$ cat src/rtl/sp_deser_pkg.sv
package sp_deser_pkg;
  typedef enum logic {SRC_A = 1'b0, SRC_B = 1'b1} src_e;
  typedef enum logic {RATE_WORD = 1'b0, RATE_PAIR = 1'b1} rate_e;
endpackage

$ cat src/rtl/sp_sync_rise.sv
module sp_sync_rise #(
  parameter int STAGES = 2
) (
  input  logic clk_i,
  input  logic rst_ni,
  input  logic async_i,
  output logic rise_o
);
  logic [STAGES:0] pipe_q;

  always_ff @(posedge clk_i or negedge rst_ni) begin
    if (!rst_ni) pipe_q <= '0;
    else         pipe_q <= {pipe_q[STAGES-1:0], async_i};
  end

  // one pulse per low-to-high transition of the synchronized level
  assign rise_o = pipe_q[STAGES-1] & ~pipe_q[STAGES];
endmodule

$ cat src/rtl/sp_div_chain.sv
module sp_div_chain
  import sp_deser_pkg::*;
#(
  parameter int CW = 3
) (
  input  logic  clk_i,
  input  logic  rst_ni,
  input  logic  hold_i,
  input  rate_e rate_i,
  output logic  load_o,
  output logic  div_lo_o,
  output logic  div_hi_o
);
  logic [CW-1:0] cnt_q;
  logic          term_lo, term_hi;

  always_ff @(posedge clk_i or negedge rst_ni) begin
    if (!rst_ni)      cnt_q <= '0;
    else if (!hold_i) cnt_q <= cnt_q + 1'b1;
  end

  assign term_lo  = &cnt_q[CW-2:0];
  assign term_hi  = &cnt_q;
  assign load_o   = ~hold_i & ((rate_i == RATE_PAIR) ? term_hi : term_lo);
  assign div_lo_o = cnt_q[CW-2];
  assign div_hi_o = cnt_q[CW-1];
endmodule

$ cat src/rtl/sp_shift_word.sv
module sp_shift_word #(
  parameter int W = 4
) (
  input  logic         clk_i,
  input  logic         rst_ni,
  input  logic         bit_i,
  input  logic         load_i,
  output logic [W-1:0] word_o
);
  logic [W-1:0] sh_q, sh_d;

  // newest bit enters at the top; oldest drifts to bit 0
  assign sh_d = {bit_i, sh_q[W-1:1]};

  always_ff @(posedge clk_i or negedge rst_ni) begin
    if (!rst_ni) begin
      sh_q   <= '0;
      word_o <= '0;
    end else begin
      sh_q <= sh_d;
      if (load_i) word_o <= sh_d;
    end
  end
endmodule

$ cat src/rtl/sp_deser.sv
module sp_deser
  import sp_deser_pkg::*;
#(
  parameter int W           = 4,
  parameter int SYNC_STAGES = 2
) (
  input  logic         clk_i,
  input  logic         rst_ni,
  input  logic         sin_a_i,
  input  logic         sin_b_i,
  input  logic         sel_i,
  input  logic         mode_i,
  input  logic         sync_i,
  output logic [W-1:0] q_o,
  output logic         clk_word_o,
  output logic         clk_pair_o,
  output logic         sout_o
);
  localparam int CW = $clog2(2 * W);

  logic ser_bit, slip, load;

  assign ser_bit = (src_e'(sel_i) == SRC_B) ? sin_b_i : sin_a_i;

  always_ff @(posedge clk_i or negedge rst_ni) begin
    if (!rst_ni) sout_o <= 1'b0;
    else         sout_o <= ser_bit;
  end

  sp_sync_rise #(.STAGES(SYNC_STAGES)) u_sync (
    .clk_i  (clk_i),
    .rst_ni (rst_ni),
    .async_i(sync_i),
    .rise_o (slip)
  );

  sp_div_chain #(.CW(CW)) u_div (
    .clk_i   (clk_i),
    .rst_ni  (rst_ni),
    .hold_i  (slip),
    .rate_i  (rate_e'(mode_i)),
    .load_o  (load),
    .div_lo_o(clk_word_o),
    .div_hi_o(clk_pair_o)
  );

  sp_shift_word #(.W(W)) u_shift (
    .clk_i (clk_i),
    .rst_ni(rst_ni),
    .bit_i (ser_bit),
    .load_i(load),
    .word_o(q_o)
  );
endmodule

$ cat config.mk
export PLATFORM = sky130hd
export DESIGN_NAME = sp_deser
export DESIGN_NICKNAME = d
export VERILOG_FILES = /design/src/rtl/sp_deser_pkg.sv /design/src/rtl/sp_sync_rise.sv /design/src/rtl/sp_div_chain.sv /design/src/rtl/sp_shift_word.sv /design/src/rtl/sp_deser.sv
export SDC_FILE = /design/constraint.sdc
export NUM_CORES = 1
export LEC_CHECK = 0
export ABC_CLOCK_PERIOD_IN_PS = 3800
export BUFFER_PORTS_ARGS = -buffer_cell sky130_fd_sc_hd__buf_2
export CORE_AREA = 5 5 42 44
export CTS_CLUSTER_SIZE = 16
export DETAILED_ROUTE_END_ITERATION = 12
export DIE_AREA = 0 0 47 49
export HOLD_SLACK_MARGIN = 0.06
export PLACE_DENSITY = 0.65
export SYNTH_ARGS = -nofsm -noshare
export SYNTH_HDL_FRONTEND = slang
export SYNTH_SLANG_ARGS = --single-unit
$ cat constraint.sdc
create_clock -name clk_i -period 3.8 [get_ports clk_i]
set_clock_uncertainty 0.05 [all_clocks]
set_input_delay 0.19 -clock clk_i [delete_from_list [all_inputs] [get_ports clk_i]]
set_output_delay 0.19 -clock clk_i [all_outputs]
set_load 0.05 [all_outputs]
==> results of run 1 <==
-- cell usage in the layout, fill, tap and decap left out --
| master | n |
|---|---|
| sky130_fd_sc_hd__mux2_2 | 7 |
| sky130_fd_sc_hd__nor2_2 | 1 |
| sky130_fd_sc_hd__buf_2 | 13 |
| sky130_fd_sc_hd__mux2i_1 | 1 |
| sky130_fd_sc_hd__nor2b_4 | 1 |
| sky130_fd_sc_hd__clkbuf_4 | 3 |
| sky130_fd_sc_hd__ha_1 | 2 |
| sky130_fd_sc_hd__xnor2_1 | 1 |
| sky130_fd_sc_hd__dlygate4sd3_1 | 2 |
| sky130_fd_sc_hd__dfrtp_1 | 13 |
| sky130_fd_sc_hd__clkbuf_1 | 1 |
-- power by group through the flow --
stage	Clock, mW	Sequential, mW	Combinational, mW
6_report	0.0793	0.204	0.247
5_1_grt	0.0900	0.212	0.266
4_1_cts	0.0856	0.205	0.253
3_5_place_dp	0	0.208	0.252
3_3_place_gp	0	0.207	0.245
2_1_floorplan	0	0.326	0.0732
-- worst max-delay path, delay by kind of cell (launching register included) --
family / cells / cell delay [ns]
muxes: 2 / 0.45
and+or+nand+nor: 1 / 0.20
DFF: 1 / 0.36
adders and majority gates: 2 / 0.31
-- flip-flops by register name (all words and copies together) (netlist names) --
| name | flops |
|---|---|
| sout_o | 1 |
| u_div.cnt_q | 3 |
| u_shift.word_o | 4 |
| u_sync.pipe_q | 3 |
| u_shift.sh_q | 2 |
-- what timing repair did --
item                                   CTS  global route
endpoints found under the hold margin   14             0
hold buffers                             2             0
resized for setup                        0             0
-- logic make-up (layout without fill, tap and decap cells) --
logic type / count (synthesis) / count (layout) / synth area share (%)
AND/OR/NAND/NOR: 2 / 2 / 4.28
buffers and inverters: 0 / 19 / 0
adder cells (fa/ha/maj): 2 / 2 / 5.35
XOR/XNOR: 1 / 1 / 1.87
multiplexers: 8 / 8 / 19.0
flip-flops: 13 / 13 / 69.5
-- metrics by stage --
step           utilization [%]  setup WS [ns]  power, mW  area [um^2]
2_1_floorplan                -           2.06      0.399          468
3_3_place_gp              39.5           2.30      0.451          553
3_5_place_dp              39.5           2.27      0.459          553
4_1_cts                   42.8           2.26      0.544          599
5_1_grt                   42.8           2.18      0.568          599
6_report                  42.8           2.32      0.531          599
-- layout make-up --
type                    instances  share of cell area [%]
clock buffers                   4                    4.38
multi-input cells              13                    23.8
flip-flops and latches         13                    54.3
well taps                      16                    3.34
repair buffers                 15                    14.2
-- routing by layer --
metal | track usage, % | part of all wire, % | routed length [um] | up-vias
li1 | - | - | - | 125
met1 | 8.78 | 43 | 292 | 129
met2 | 10.9 | 47 | 316 | 11
met3 | 3.32 | 9.7 | 66 | 2
met4 | 5.53 | 0.59 | 4 | 0
met5 | 0 | 0 | 0 | -
-- synthesized netlist by cell type --
cell type / number / area, um^2
sky130_fd_sc_hd__dfrtp_1: 13 / 325
sky130_fd_sc_hd__mux2_2: 7 / 78.8
sky130_fd_sc_hd__ha_1: 2 / 25.0
sky130_fd_sc_hd__mux2i_1: 1 / 10.0
sky130_fd_sc_hd__nor2_2: 1 / 6.26
sky130_fd_sc_hd__nor2b_4: 1 / 13.8
sky130_fd_sc_hd__xnor2_1: 1 / 8.76
-- path summary, 6_finish.rpt --
check / cells after the start / end / start / slack [ns]
worst max register to register: 5 / u_shift.word_o[1]$_DFFE_PN0P_ / u_div.cnt_q[0]$_DFFE_PN0N_ / 2.32
min in group asynchronous: 2 / u_shift.word_o[2]$_DFFE_PN0P_ / rst_ni / 0.28
worst max-delay path: 5 / u_shift.word_o[1]$_DFFE_PN0P_ / u_div.cnt_q[0]$_DFFE_PN0N_ / 2.32
worst min-delay path: 2 / sout_o$_DFF_PN0_ / sin_b_i / 0.13
max in group asynchronous: 2 / u_sync.pipe_q[0]$_DFF_PN0_ / rst_ni / 3.21
worst min register to register: 0 / u_sync.pipe_q[1]$_DFF_PN0_ / u_sync.pipe_q[0]$_DFF_PN0_ / 0.30
==> impl_metrics.tcl, run 1 <==
set metrics [dict create \
    synthesis.nets 35 \
    worstPathArrival_ns 1.58 \
    rows 14 \
    synth_seq_area_share_pct 69.5 \
    cts.sinks 13 \
    area_growth_syn_to_layout_pct 28.1 \
    vias 267 \
    multi_input_comb_area_um2 143 \
    vias_in_the_first_global_route 318 \
    p_per_area_nw_per_um2 885 \
    fin_tns_setup_ns 0 \
    crit_path_cell_trace "ha_1, ha_1, mux2i_1, nor2_2, mux2_2" \
    post-route-drc-count 0 \
    critical_path_required_ns 3.90 \
    cts_max_level 1 \
    netSwitchingPower_mw 0.228 \
    firstDrtPassIters 2 \
    fp.dieH_um 49 \
    drv_cap 0 \
    final.hold.worst_slack_ns 0.135 \
    top_level_ports 14 \
    post_drt_via_cell_ratio 4.38 \
    slowest_delay_ns 0.37 \
    final_layout_size_suffix_gt1_share_pct 55.6 \
    drt_wl_total_um 679 \
    cts_made_buffers 3 \
    worstSetupPathType "register to register" \
    holdCritPathClass "input pin to register" \
    final_max_slew_viol_count 0 \
    unrepaired_setup_endpoints_after_global_routing "no" \
    core_um2 1400 \
    die-area_um2 2300 \
    fin_crit_ns 1.48 \
    cell_internal_pwr_mw 0.303 \
    cpMaxStageDelayCell "sky130_fd_sc_hd__mux2_2" \
    power_frac_comb_pct 46.5 \
    clock_power_share_pct 14.9 \
    layout.nets 55 \
    synth-warning-count 0 \
    root_buffer_selected_by_cts "sky130_fd_sc_hd__clkbuf_4" \
    wl_per_cell_um 11.1 \
    fmaxAchievable_mhz 675 \
    cts.reportedPaths.clkPinSlew_ns 0.07 \
    gp_congestion 0.609 \
    post_synth_inst_count 26 \
    number_of_input_and_output_port_buffers_inserted 13 \
    detail_route.iter0.violations 1 \
    grt.overflow.total 0 \
    setup-violations-final 0 \
    avgSynthCellArea_um2 18.0 \
    wire_length_of_the_first_global_routing_pass_um 1250 \
    ir_worst_vdd_mv 0.360 \
    clk_latency_ns 0.26 \
    max_slew_headroom_pct 81.7 \
    timing.critical_path.fanout_max 4 \
    initial_utilization_pct 33.4 \
    seq_power_share_pct 38.5 \
    place.detailed.instances 55 \
    grt.total_usage_pct 7.65 \
    run_status "finished, final reports clean" \
    fill_cells 143 \
    grt_antenna_before_repair 0 \
    crit_path_start_kind "register" \
    hold_viol 0 \
    critPathMostFrequentCell "sky130_fd_sc_hd__ha_1" \
    worst_margin_pin_slew_ns 0.275 \
    seq_area_um2 325 \
    cts_buffer_depth 2 \
    switching_share_pct 43.0 \
    yosys.cell_types.count 7 \
    final_cells 61 \
    post-cts-setup-buffer-count 0 \
    synth.cell_area_um2 468 \
    ys_ff_latch 13 \
    die_width_um 47 \
    tritoncts "yes" \
    ant_nets 0 \
    final_min_period_over_clock_period_pct 39.0 \
    grt_start_max_net_pins 14 \
    crit_end_element "register" \
    leakage_nw 0.287 \
    diode_insertion_count_for_antenna_repair 0 \
]
No activity file was read; power rests on OpenSTA's default activity.
==> inputs of run 2 (changes only) <==
Settings changed: ABC_CLOCK_PERIOD_IN_PS 3800 to 1200, PLACE_DENSITY 0.65 to 0.67.
Clock period 3.8 ns to 1.2 ns, I/O delays scaled along.
==> run 2 against run 1 <==
  * The run now ends with setup timing left
  * Cell count rose by 11%
  * Routed wire length rose by 13%
  * Fmax rose by 1.7%
  * Clock power rose to 3.3 times the previous value
  * Global-route usage rose by 0.94 points
  * Non-clock buffer count rose by 7
  * Via count rose by 12%
  * Sequential power rose to 3.3 times the previous value
==> impl_metrics.tcl, run 2 (synthesized netlist as in run 1, its figures left out) <==
set metrics [dict create \
    run_status "finished with violations" \
    violations_in_the_final_reports "setup timing" \
    final_cell_mix "13 x sky130_fd_sc_hd__buf_2, 11 x sky130_fd_sc_hd__dfrtp_1, 6 x sky130_fd_sc_hd__mux2_2" \
    multi_input_comb_area_um2 171 \
    max_slew_headroom_pct 81.7 \
    grt.total_usage_pct 8.60 \
    die_width_um 47 \
    timing.critical_path.fanout_max 4 \
    drv_cap 0 \
    worstSetupPathType "register to register" \
    dp_slack_ns -0.319 \
    place.detailed.instances 59 \
    fill_cells 135 \
    crit_path_start_kind "register" \
    post-route-drc-count 0 \
    setup-violations-final 5 \
    cts.sinks 13 \
    reg2reg_to "u_shift.word_o[2]$_DFFE_PN0P_" \
    leakage_nw 0.320 \
    finalWorstSetupSlack_ns -0.256 \
    hold_viol 0 \
    number_of_input_and_output_port_buffers_inserted 13 \
    area_growth_syn_to_layout_pct 47.6 \
    core_um2 1400 \
    final_cells 68 \
    root_buffer_selected_by_cts "sky130_fd_sc_hd__clkbuf_4" \
    clk_latency_ns 0.27 \
    cts-resized-gates 0 \
    vias_in_the_first_global_route 315 \
    crit_end_element "register" \
    vias 299 \
    setup.worst_path.start "u_div.cnt_q[0]$_DFFE_PN0N_" \
    holdCritPathClass "input pin to asynchronous set/reset pin" \
    ir_worst_vdd_mv 1.24 \
    firstDrtPassIters 3 \
    worstReg2RegStart "u_div.cnt_q[0]$_DFFE_PN0N_" \
    post_drt_via_cell_ratio 4.40 \
    grt.overflow.total 0 \
    top_level_ports 14 \
    cts_made_buffers 3 \
    fp.dieH_um 49 \
    ant_nets 0 \
    cts_max_level 1 \
    fmaxAchievable_mhz 687 \
    final_max_slew_viol_count 0 \
    cts.reportedPaths.clkPinSlew_ns 0.07 \
    tritoncts "yes" \
    detail_route.iter0.violations 1 \
    rows 14 \
    place.detailed.hpwl_um 584 \
    worst_margin_pin_slew_ns 0.274 \
    grt_antenna_before_repair 0 \
    critical_path_required_ns 1.30 \
    die-area_um2 2300 \
    largest_reg_flops 4 \
    initial_utilization_pct 33.4 \
    p_per_area_nw_per_um2 2710 \
    layout.nets 62 \
    cts_buffer_depth 2 \
    final_min_period_over_clock_period_pct 121 \
    drt_wl_total_um 767 \
    diode_insertion_count_for_antenna_repair 0 \
    unrepaired_setup_endpoints_after_global_routing "yes" \
    rr_worst_depth 5 \
    wl_per_cell_um 11.3 \
    max_flop_register "u_shift.word_o" \
    top_regs "u_shift.word_o (4), u_div.cnt_q (3), u_sync.pipe_q (3)" \
    leading_cell_type_in_the_layout_fill_and_taps_excluded "sky130_fd_sc_hd__buf_2" \
    seq_area_um2 328 \
    wire_length_of_the_first_global_routing_pass_um 1370 \
    regToRegSetupSlack_ns -0.26 \
    worstPathArrival_ns 1.56 \
    final_layout_size_suffix_gt1_share_pct 63.5 \
    gp_congestion 0.652 \
    fin_crit_ns 1.46 \
    grt_start_max_net_pins 14 \
]
[run 2: cell count changes in the layout (fill, tap and decap cells not counted), sizes merged]
cell	change
dlygate4sd3	+3
buf	+4
[run 2: worst max path at each step]
stage                                    end  slack [ns]  depth (start not counted)
4_1_cts        u_shift.word_o[0]$_DFFE_PN0P_       -0.31                          5
6_report       u_shift.word_o[2]$_DFFE_PN0P_       -0.26                          5
3_3_place_gp   u_shift.word_o[2]$_DFFE_PN0P_       -0.28                          5
5_1_grt        u_shift.word_o[1]$_DFFE_PN0P_       -0.34                          5
2_1_floorplan  u_shift.word_o[0]$_DFFE_PN0P_       -0.38                          5
3_5_place_dp   u_shift.word_o[0]$_DFFE_PN0P_       -0.32                          5
[run 2: layer usage]
| layer | routed length, um | part of all wire, % | GRT usage, % |
|---|---|---|---|
| met1 | 296 | 39 | 9.98 |
| met2 | 397 | 52 | 12.2 |
| met3 | 73 | 9.5 | 4.06 |
| met4 | 0 | 0 | 5.53 |
| met5 | 0 | 0 | 0 |
[run 2: worst max-delay path, cell delays in order (launching register included)]
cell	delay [ns]
sky130_fd_sc_hd__dfrtp_1	0.40
sky130_fd_sc_hd__ha_4	0.16
sky130_fd_sc_hd__ha_4	0.11
sky130_fd_sc_hd__mux2i_1	0.07
sky130_fd_sc_hd__nor2_2	0.19
sky130_fd_sc_hd__mux2_2	0.36
[run 2: layout make-up]
| cell class | count | area share, % |
|---|---|---|
| clock buffer | 4 | 3.80 |
| timing repair buffer | 22 | 21.0 |
| multi-input combinational | 13 | 24.8 |
| tap | 16 | 2.90 |
| sequential | 13 | 47.5 |
[run 2: repair_timing]
action / CTS / global route
endpoints found under the setup margin: 5 / 5
buffers inserted: 0 / 0
hold endpoints to repair: 15 / 0
cloned: 0 / 0
hold buffers: 5 / 0
pin swaps: 1 / 0
[run 2: report_power, final]
group | internal (mW) | switching (mW) | total [mW]
Clock | 0.128 | 0.130 | 0.258
Sequential | 0.583 | 0.0910 | 0.674
Combinational | 0.378 | 0.559 | 0.936
Total | 1.09 | 0.779 | 1.87
[run 2: through the flow]
stage	power, mW	setup TNS, ns	hold slack (ns)	util, %	cell area (um^2)
final	1.87	-1.02	0.149	49.3	691
after global routing	2.01	-1.39	0.168	49.3	691
after CTS	1.91	-1.24	0.151	49.3	691
after detailed placement	1.63	-1.28	-0.0950	43.8	614
after global placement	1.61	-1.10	-0.0949	43.8	614
after floorplan	1.36	-1.65	-0.286	-	499
==> inputs of run 3 (changes only) <==
Settings changed: ABC_AREA set to 1, PLACE_DENSITY 0.67 to 0.71.
==> run 3 against run 2 <==
  * The run now ends clean
  * Design area grew 4.3%
  * Global-route usage grew 2.1 points
  * Non-clock buffer count shrank 2
  * Largest cell class unchanged
==> impl_metrics.tcl, run 3 <==
set metrics [dict create \
    vias_in_the_first_global_route 411 \
    cts_max_level 1 \
    grt.overflow.total 0 \
    number_of_input_and_output_port_buffers_inserted 13 \
    cts.sinks 13 \
    drt_wl_total_um 1000 \
    leading_cell_type_in_the_layout_fill_and_taps_excluded "sky130_fd_sc_hd__nand2_1" \
    diode_insertion_count_for_antenna_repair 0 \
    crit_path_start_kind "register" \
    ys_ff_latch 13 \
    regToRegSetupSlack_ns 0.02 \
    leakage_nw 0.378 \
    root_buffer_selected_by_cts "sky130_fd_sc_hd__clkbuf_4" \
    postLayoutCoreUtil_pct 51.4 \
    final.hold.worst_slack_ns 0.128 \
    post-route-drc-count 0 \
    worstPathArrival_ns 1.29 \
    max_slew_headroom_pct 80.8 \
    finalPower_mw 1.79 \
    cts.reportedPaths.clkPinSlew_ns 0.08 \
    cts_buffer_depth 2 \
    firstDrtPassIters 5 \
    ant_nets 0 \
    yosysTopAreaCell "sky130_fd_sc_hd__dfrtp_1" \
    final_max_slew_viol_count 0 \
    holdCritPathClass "input pin to register" \
    cpMaxStageDelayCell "sky130_fd_sc_hd__dfrtp_2" \
    crit_end_element "register" \
    grt_antenna_before_repair 0 \
    slowest_delay_ns 0.43 \
    fin_crit_ns 1.18 \
    asyncSetResetFlopFracSynth_pct 100 \
    top_regs "u_shift.word_o (4), u_div.cnt_q (3), u_sync.pipe_q (3)" \
    p_per_area_nw_per_um2 2480 \
    avgSynthCellArea_um2 10.3 \
    crit_path_cell_trace "ha_4, ha_4, nor2_4, nor2_2, nand3_1, nand2_1" \
    max_flop_register "u_shift.word_o" \
    fill_cells 146 \
    synth_ff_type "sky130_fd_sc_hd__dfrtp_1" \
    clk_latency_ns 0.26 \
    unrepaired_setup_endpoints_after_global_routing "yes" \
    synth_top_cells_by_count "17 x sky130_fd_sc_hd__nand2_1, 13 x sky130_fd_sc_hd__dfrtp_1, 6 x sky130_fd_sc_hd__nand3_1" \
    final_min_period_over_clock_period_pct 98.3 \
    die_width_um 47 \
    run_status "finished, final reports clean" \
    synthMostInstantiatedCell "sky130_fd_sc_hd__nand2_1" \
    drv_cap 0 \
    area_growth_syn_to_layout_pct 42.2 \
    critPathMostFrequentCell "sky130_fd_sc_hd__ha_4" \
    worst_margin_pin_slew_ns 0.287 \
    yosys.cell_types.count 10 \
    place.detailed.hpwl_um 739 \
    synth_seq_area_share_pct 64.2 \
    rows 14 \
    grt.total_usage_pct 10.7 \
    synth-warning-count 0 \
    top_level_ports 14 \
    layout.nets 83 \
    largest_reg_flops 4 \
    synth_edf_count 0 \
    worst_path_dominant_cell_family "flip-flops" \
    synth.area.top_cells "sky130_fd_sc_hd__dfrtp_1 64%, sky130_fd_sc_hd__nand2_1 13%, sky130_fd_sc_hd__nand3_1 5.9%" \
    worstSetupPathType "register to register" \
    timing.critical_path.fanout_max 4 \
    gp_congestion 0.626 \
    worstReg2RegStart "u_div.cnt_q[1]$_DFFE_PN0N_" \
    fin_tns_setup_ns 0 \
    critical_path_required_ns 1.31 \
    reg2reg_to "u_shift.word_o[1]$_DFFE_PN0P_" \
    synth.cell_area_um2 507 \
    worst_setup_path_endpoint "u_shift.word_o[1]$_DFFE_PN0P_" \
    synth_top_cell_area_share_pct 64.2 \
    fmaxAchievable_mhz 848 \
    cp_num_buf_inv 0 \
    vias 403 \
    post_drt_via_cell_ratio 4.53 \
    setup.worst_path.start "u_div.cnt_q[1]$_DFFE_PN0N_" \
    seq_area_um2 328 \
    setup-violations-final 0 \
    final_cell_mix "16 x sky130_fd_sc_hd__nand2_1, 13 x sky130_fd_sc_hd__buf_2, 11 x sky130_fd_sc_hd__dfrtp_1" \
    core_um2 1400 \
    wire_length_of_the_first_global_routing_pass_um 1800 \
    hold_viol 0 \
    path_depth 6 \
    die-area_um2 2300 \
    detail_route.iter0.violations 2 \
    ir_worst_vdd_mv 1.27 \
    tritoncts "yes" \
    post_synth_inst_count 49 \
    cts_made_buffers 3 \
    initial_utilization_pct 36.2 \
    wl_per_cell_um 11.2 \
    multi_input_comb_area_um2 198 \
    final_layout_size_suffix_gt1_share_pct 38.4 \
    grt_start_max_net_pins 14 \
    rr_worst_depth 6 \
    fp.dieH_um 49 \
    synthesis.nets 58 \
]
-- run 3: metrics by stage --
stage	cells	worst slack, ns	cell area, um^2
finish	89	0.0206	721
global route	89	-0.0528	721
CTS	89	0.00144	713
detailed placement	78	-0.0000228	622
global placement	78	0.0225	622
floorplan	49	-0.0888	537
-- run 3: timing repair --
| item | in CTS | in global routing |
|---|---|---|
| buffers inserted | 2 | 0 |
| setup endpoints to repair | 4 | 4 |
| resized for setup | 0 | 2 |
| hold buffers | 5 | 0 |
| hold endpoints to repair | 15 | 0 |
| pin swaps | 0 | 3 |
-- run 3: logic make-up after synthesis --
logic type / count (synthesis) / synth area share (%)
adder cells (fa/ha/maj): 2 / 4.94
flip-flops: 13 / 64.2
XOR/XNOR: 1 / 1.73
buffers and inverters: 5 / 3.70
AND/OR/NAND/NOR: 28 / 25.4
-- run 3: report_power, final --
part           total, mW  switching, mW  internal, mW  leakage [nW]
Combinational      0.865          0.581         0.285         0.208
Clock              0.257          0.128         0.128        0.0150
Sequential         0.666         0.0958         0.571         0.155
Total               1.79          0.805         0.984         0.378
-- run 3: worst reg2reg max path: stages, from the launching register on --
cell and delay, ns:
sky130_fd_sc_hd__dfrtp_2 0.43, sky130_fd_sc_hd__ha_4 0.18, sky130_fd_sc_hd__ha_4 0.17, sky130_fd_sc_hd__nor2_4 0.07
sky130_fd_sc_hd__nor2_2 0.06, sky130_fd_sc_hd__nand3_1 0.07, sky130_fd_sc_hd__nand2_1 0.05
-- run 3: final cells by class --
class	instances	share of cell area [%]
Inverter	5	2.60
Tap cell	16	2.78
Multi-Input combinational cell	31	27.4
Sequential cell	13	45.5
Timing Repair Buffer	20	18.1
Clock buffer	4	3.65
-- run 3: how the worst min path moves through the flow --
stage            from                       endpoint  slack (ns)  cells after the start
2_1_floorplan  rst_ni               sout_o$_DFF_PN0_       -0.29                      0
6_report       mode_i  u_shift.word_o[2]$_DFFE_PN0P_        0.13                      5
3_5_place_dp   rst_ni  u_shift.word_o[0]$_DFFE_PN0P_       -0.09                      1
5_1_grt        mode_i  u_shift.word_o[1]$_DFFE_PN0P_        0.15                      5
4_1_cts        mode_i  u_shift.word_o[2]$_DFFE_PN0P_        0.14                      5
3_3_place_gp   rst_ni  u_shift.word_o[0]$_DFFE_PN0P_       -0.09                      1
-- run 3: layer usage --
metal	part of all wire (%)	vias up	GRT usage (%)
met5	0	-	0
met4	1.2	0	4.15
met2	49	13	15.8
met3	5.5	2	3.32
li1	-	200	-
met1	45	188	14.2
